[src/rtl/pt_pkg.sv]
`timescale 1ns/1ps
package pt_pkg;

    localparam int PT_REGION_W = 2;

    typedef logic [PT_REGION_W-1:0] pt_region_t;

    typedef enum logic [1:0] {
        PT_IDLE = 2'd0,
        PT_DATA = 2'd1,
        PT_DISC = 2'd2
    } pt_state_e;

endpackage

[src/rtl/pt_fifo.sv]
`timescale 1ns/1ps
module pt_fifo #(
    parameter int W     = 32,
    parameter int DEPTH = 8
) (
    input  logic         clk,
    input  logic         rst_n,
    input  logic         flush,
    input  logic         push,
    input  logic [W-1:0] wdata,
    input  logic         pop,
    output logic [W-1:0] rdata,
    output logic         empty,
    output logic         full
);
    localparam int AW = (DEPTH > 1) ? $clog2(DEPTH) : 1;
    localparam int CW = $clog2(DEPTH + 1);

    typedef struct packed {
        logic [AW-1:0] wptr;
        logic [AW-1:0] rptr;
        logic [CW-1:0] cnt;
    } fifo_st_t;

    fifo_st_t     st_d, st_q;
    logic [W-1:0] mem [DEPTH];
    logic         push_ok, pop_ok;

    function automatic logic [AW-1:0] bump(input logic [AW-1:0] p);
        return (p == AW'(DEPTH - 1)) ? '0 : p + AW'(1);
    endfunction

    always_comb begin
        empty   = (st_q.cnt == '0);
        full    = (st_q.cnt == CW'(DEPTH));
        push_ok = push && !full && !flush;
        pop_ok  = pop && !empty && !flush;
        st_d    = st_q;
        if (flush) begin
            st_d = '0;
        end else begin
            if (push_ok) st_d.wptr = bump(st_q.wptr);
            if (pop_ok)  st_d.rptr = bump(st_q.rptr);
            case ({push_ok, pop_ok})
                2'b10:   st_d.cnt = st_q.cnt + CW'(1);
                2'b01:   st_d.cnt = st_q.cnt - CW'(1);
                default: st_d.cnt = st_q.cnt;
            endcase
        end
        rdata = mem[st_q.rptr];
    end

    always_ff @(posedge clk or negedge rst_n) begin
        if (!rst_n) st_q <= '0;
        else        st_q <= st_d;
    end

    always_ff @(posedge clk) begin
        if (push_ok) mem[st_q.wptr] <= wdata;
    end

endmodule

[src/rtl/pt_burst_addr.sv]
`timescale 1ns/1ps
module pt_burst_addr #(
    parameter int AW   = 32,
    parameter int STEP = 4
) (
    input  logic          clk,
    input  logic          rst_n,
    input  logic          load,
    input  logic [AW-1:0] load_val,
    input  logic          adv,
    output logic [AW-1:0] addr
);
    localparam logic [AW-1:0] ALIGN_MASK = AW'(STEP - 1);

    logic [AW-1:0] addr_d, addr_q;

    always_comb begin
        addr_d = addr_q;
        if (load)     addr_d = load_val & ~ALIGN_MASK;
        else if (adv) addr_d = addr_q + AW'(STEP);
        addr = addr_q;
    end

    always_ff @(posedge clk or negedge rst_n) begin
        if (!rst_n) addr_q <= '0;
        else        addr_q <= addr_d;
    end

endmodule

[src/rtl/pt_target_bridge.sv]
`timescale 1ns/1ps
module pt_target_bridge
    import pt_pkg::*;
#(
    parameter int DW         = 32,
    parameter int ADDR_W     = 32,
    parameter int WF_DEPTH   = 8,
    parameter int RF_DEPTH   = 4,
    parameter int WAIT_LIMIT = 8,
    parameter int REGION_LSB = 20
) (
    input  logic              clk,
    input  logic              rst_n,
    input  logic              frame_n,
    input  logic              irdy_n,
    input  logic              cmd_wr,
    input  logic [ADDR_W-1:0] ad_in,
    input  logic [DW/8-1:0]   be_n,
    output logic              trdy_n,
    output logic              stop_n,
    output logic [DW-1:0]     ad_out,
    input  logic              prefetch_en,
    output logic              pt_busy,
    output logic              pt_wr,
    output logic [1:0]        pt_region,
    output logic [ADDR_W-1:0] pt_addr,
    input  logic              wf_pop,
    output logic [DW-1:0]     wf_data,
    output logic [DW/8-1:0]   wf_be_n,
    output logic              wf_empty,
    input  logic              rf_push,
    input  logic [DW-1:0]     rf_data,
    output logic              rf_full,
    output logic              rd_req
);
    localparam int BEW   = DW / 8;
    localparam int WFW   = DW + BEW;
    localparam int WCW   = $clog2(WAIT_LIMIT + 1);
    localparam int STEP  = BEW;

    typedef struct packed {
        pt_state_e   state;
        logic        wr;
        pt_region_t  region;
        logic [WCW-1:0] wait_cnt;
    } ctl_t;

    ctl_t ctl_d, ctl_q;

    logic           trdy_w, stop_w, phase_done, end_w;
    logic           wf_push, wf_full, rf_pop, rf_empty;
    logic           addr_load, addr_adv;
    logic [WFW-1:0] wf_head;

    always_comb begin
        ctl_d      = ctl_q;
        trdy_w     = 1'b0;
        stop_w     = 1'b0;
        end_w      = 1'b0;
        addr_load  = 1'b0;
        rd_req     = 1'b0;

        if (ctl_q.state == PT_DATA) begin
            if (ctl_q.wr) begin
                trdy_w = !wf_full;
                stop_w = wf_full;
            end else begin
                trdy_w = !rf_empty;
                stop_w = rf_empty && (ctl_q.wait_cnt == WCW'(WAIT_LIMIT));
                rd_req = !rf_full && (prefetch_en || rf_empty);
            end
        end else if (ctl_q.state == PT_DISC) begin
            stop_w = 1'b1;
        end

        phase_done = trdy_w && !irdy_n;
        addr_adv   = phase_done;
        wf_push    = phase_done && ctl_q.wr;
        rf_pop     = phase_done && !ctl_q.wr;

        case (ctl_q.state)
            PT_IDLE: begin
                if (!frame_n) begin
                    ctl_d.state    = PT_DATA;
                    ctl_d.wr       = cmd_wr;
                    ctl_d.region   = ad_in[REGION_LSB +: PT_REGION_W];
                    ctl_d.wait_cnt = '0;
                    addr_load      = 1'b1;
                end
            end
            PT_DATA: begin
                if (!ctl_q.wr && rf_empty) begin
                    if (ctl_q.wait_cnt != WCW'(WAIT_LIMIT))
                        ctl_d.wait_cnt = ctl_q.wait_cnt + WCW'(1);
                end else begin
                    ctl_d.wait_cnt = '0;
                end
                if (phase_done && frame_n) begin
                    ctl_d.state = PT_IDLE;
                    end_w       = 1'b1;
                end else if (stop_w) begin
                    ctl_d.state = PT_DISC;
                end
            end
            PT_DISC: begin
                if (frame_n) begin
                    ctl_d.state = PT_IDLE;
                    end_w       = 1'b1;
                end
            end
            default: ctl_d.state = PT_IDLE;
        endcase

        trdy_n    = !trdy_w;
        stop_n    = !stop_w;
        pt_busy   = (ctl_q.state != PT_IDLE);
        pt_wr     = ctl_q.wr;
        pt_region = ctl_q.region;
        wf_data   = wf_head[DW-1:0];
        wf_be_n   = wf_head[WFW-1:DW];
    end

    always_ff @(posedge clk or negedge rst_n) begin
        if (!rst_n) ctl_q <= '{state: PT_IDLE, wr: 1'b0, region: '0, wait_cnt: '0};
        else        ctl_q <= ctl_d;
    end

    pt_burst_addr #(.AW(ADDR_W), .STEP(STEP)) addr_i (
        .clk      (clk),
        .rst_n    (rst_n),
        .load     (addr_load),
        .load_val (ad_in),
        .adv      (addr_adv),
        .addr     (pt_addr)
    );

    pt_fifo #(.W(WFW), .DEPTH(WF_DEPTH)) wfifo_i (
        .clk   (clk),
        .rst_n (rst_n),
        .flush (1'b0),
        .push  (wf_push),
        .wdata ({be_n, ad_in[DW-1:0]}),
        .pop   (wf_pop),
        .rdata (wf_head),
        .empty (wf_empty),
        .full  (wf_full)
    );

    pt_fifo #(.W(DW), .DEPTH(RF_DEPTH)) rfifo_i (
        .clk   (clk),
        .rst_n (rst_n),
        .flush (end_w),
        .push  (rf_push),
        .wdata (rf_data),
        .pop   (rf_pop),
        .rdata (ad_out),
        .empty (rf_empty),
        .full  (rf_full)
    );

endmodule

[config.mk]
export PLATFORM = sky130hd
export DESIGN_NAME = pt_target_bridge
export DESIGN_NICKNAME = d
export VERILOG_FILES = /design/src/rtl/pt_pkg.sv /design/src/rtl/pt_fifo.sv /design/src/rtl/pt_burst_addr.sv /design/src/rtl/pt_target_bridge.sv
export SDC_FILE = /design/constraint.sdc
export NUM_CORES = 1
export LEC_CHECK = 0
export ABC_AREA = 1
export BUFFER_PORTS_ARGS = -buffer_cell sky130_fd_sc_hd__clkbuf_2
export CORE_MARGIN = 5
export CORE_UTILIZATION = 59
export DETAILED_ROUTE_END_ITERATION = 8
export PLACE_DENSITY = 0.86
export SYNTH_ARGS = -nofsm -noshare
export SYNTH_HDL_FRONTEND = slang
export SYNTH_SLANG_ARGS = --single-unit
[constraint.sdc]
create_clock -name clk -period 3.8 [get_ports clk]
set_clock_uncertainty 0.1 [all_clocks]
set_input_delay 0.76 -clock clk [delete_from_list [all_inputs] [get_ports clk]]
set_output_delay 0.76 -clock clk [all_outputs]
set_load 0.1 [all_outputs]
==> reports/qor.yml <==
status: "finished, final reports clean"
synth.largest_area_cell: "edfxtp_1"
synth.most_common_cell: "edfxtp_1"
synthCells: 1709
path_class: "reg2out"
final_util_pct: 72.41
io_buffer_count: 182
avgSynthCellArea_sq_um: 11.52
drc: 0
ys_seq_elements: 472
layout-drive-gt1-share_pct: 17.22
finalWeightedCongestion: 0.9182
track_usage_pct: 26.36
cts_root_buf: "clkbuf_16"
vias_per_cell: 5.991
antenna_found_initial: 3
cts-htree-levels: 2
rr_worst_depth: 14
hold_path.class: "in2async"
rows: 66
worst_ep_arrival_time_ps: 2740
r2r_start: "ctl_q[8]"
core-area_sq_um: 32700
max_slew_margin_pct: 43.24
firstDrtPassIters: 8
ys_types: 39
synthFlopType: "edfxtp_1"
syn_to_final_growth_pct: 20.27
ys_seq_area_share_pct: 70.56
fmax_mhz: 278.1
synth_commonest_cells: "edfxtp_1, nor2_1, o21ai_0"
fin_nets: 1975
start_kind: "flip-flop"
async_reset_ff_share_pct: 11.86
synth_edf_count: 416
finalCriticalPeriod_ps: 3596
num_io_pins: 185
path_max_fanout: 27
netlist_area_sq_um: 19690
die_area_sq_um: 37120
place_area_sq_um: 22150
r2r_end: "wfifo_i.st_q[3]"
ys_warn_count: 0
cts_hold_buf: 0
max_cap_viol_count: 0
maxSlewViolCount: 0
path_clk_slew_ps: 60
grt_start_max_net_pins: 147
ant_nets: 0
crit_end: "wf_be_n[0]"
clkSinkCount: 472
hpwl_microns: 29830
synth_top_area_share_pct: 63.45
startpoint: "wfifo_i.st_q[4]"
worst_pin_slew_ps: 846.2
reg2reg_slack_ps: 690
critPathRequiredTime_ps: 2940
first_iter_violations: 1465
cts_buffers: 46
finish.instance_area_sq_um: 23680
grt_pass1_vias: 13780
min_period_over_period_pct: 94.62
die_x_microns: 192.7
wl_per_cell_microns: 20.96
cts_tree: "done"
grt_pass1_wl_microns: 75700
start_util_pct: 60.21
endpoint_kind: "primary output"
synth_area_leaders: "edfxtp_1, nor2_1, dfrtp_1, o21ai_0, nand2_1"
rsz0062_at_grt: "no"
finalHoldViolCount: 0
cts_buffer_depth: 3
drt_wl_total_microns: 49430
vias: 14130
die_y_microns: 192.7
setup_viol: 0
clk_latency_ps: 570
grt-ovfl-total: 0
## layout by cell type (no fill, tap or decap), types with 8 or more instances in the layout
cell / instances
a31oi_1: 41
buf_12: 73
buf_4: 22
clkbuf_1: 12
clkbuf_16: 47
clkbuf_2: 114
clkinv_2: 8
dfrtp_1: 54
edfxtp_1: 416
ha_1: 18
inv_1: 67
inv_2: 11
nand2_1: 163
nand3_1: 47
nand4_1: 9
nor2_1: 390
nor2_2: 9
nor2_4: 11
nor3_1: 16
o21ai_0: 215
o21ai_1: 29
o22ai_1: 72
xor2_1: 9
## through the flow
stage	setup TNS [ps]	instances	hold slack [ps]	setup WS, ps
after floorplan	-986.4	1710	350.0	-6.850
after global placement	0	2273	370.5	901.9
after detailed placement	0	2273	382.7	785.9
after CTS	0	2358	175.8	156.8
after global routing	0	2359	239.4	16.38
final	0	2359	175.8	204.4
## critical path, cell delays in order (launching register included)
cell      delay (ps)
dfrtp_4          490
clkinv_2         300
buf_4            350
o21ai_0          180
o22ai_1          240
nor2_1            80
a31oi_1          300
buf_12           220
## final cells by class
type / instances / area [sq um]
tap: 442 / 553.0
inverter: 81 / 305.3
sequential: 472 / 13900
antenna: 1 / 2.502
timing repair buffer: 210 / 2208
multi-input combinational: 1068 / 5185
clock buffer: 66 / 1318
fill: 2014 / 9021
clock inverter: 19 / 210.2
## metal layers
metal  up-vias  wire, microns  global-route usage, %  share of wire (%)
met5         -             21                      0              0.042
met4         4           1332                  7.296                2.7
li1       6389              -                      -                  -
met3       119           5997                  8.285                 12
met2       843          24860                  45.23                 50
met1      6778          17230                  32.51                 35
## cells by family after synthesis
family	synth area share, %
flops	70.56
fa+ha+maj	1.347
compound gates	10.24
buf+inv	3.489
other cells	0.01905
xor+xnor	0.4894
simple gates	13.85
## sequential cells by signal, summed over array words and instances, names as in the netlist
name	count
wfifo_i.mem	288
rfifo_i.mem	128
addr_i.addr	30
wfifo_i.st_q	10
rfifo_i.st_q	7
ctl_q	6
pt_region	2
pt_wr	1
## how the worst min path moves through the flow
| stage | from | endpoint | slack [ps] | depth (start not counted) |
|---|---|---|---|---|
| after floorplan | pt_region[1] | pt_region[1] | 350 | 2 |
| after global placement | pt_region[0] | pt_region[0] | 370 | 2 |
| after detailed placement | pt_region[0] | pt_region[0] | 380 | 2 |
| after CTS | rst_n | ctl_q[3] | 180 | 1 |
| after global routing | rst_n | pt_wr | 240 | 1 |
| final | rst_n | ctl_q[3] | 180 | 1 |
## what timing repair did
item                                    in CTS  in global routing
endpoints found under the setup margin       0                  2
setup buffers                                0                  0
gates resized for setup                      0                  1
Power is not shown: default switching activity piles up to over one toggle a cycle in this logic, so the estimate is an artifact.
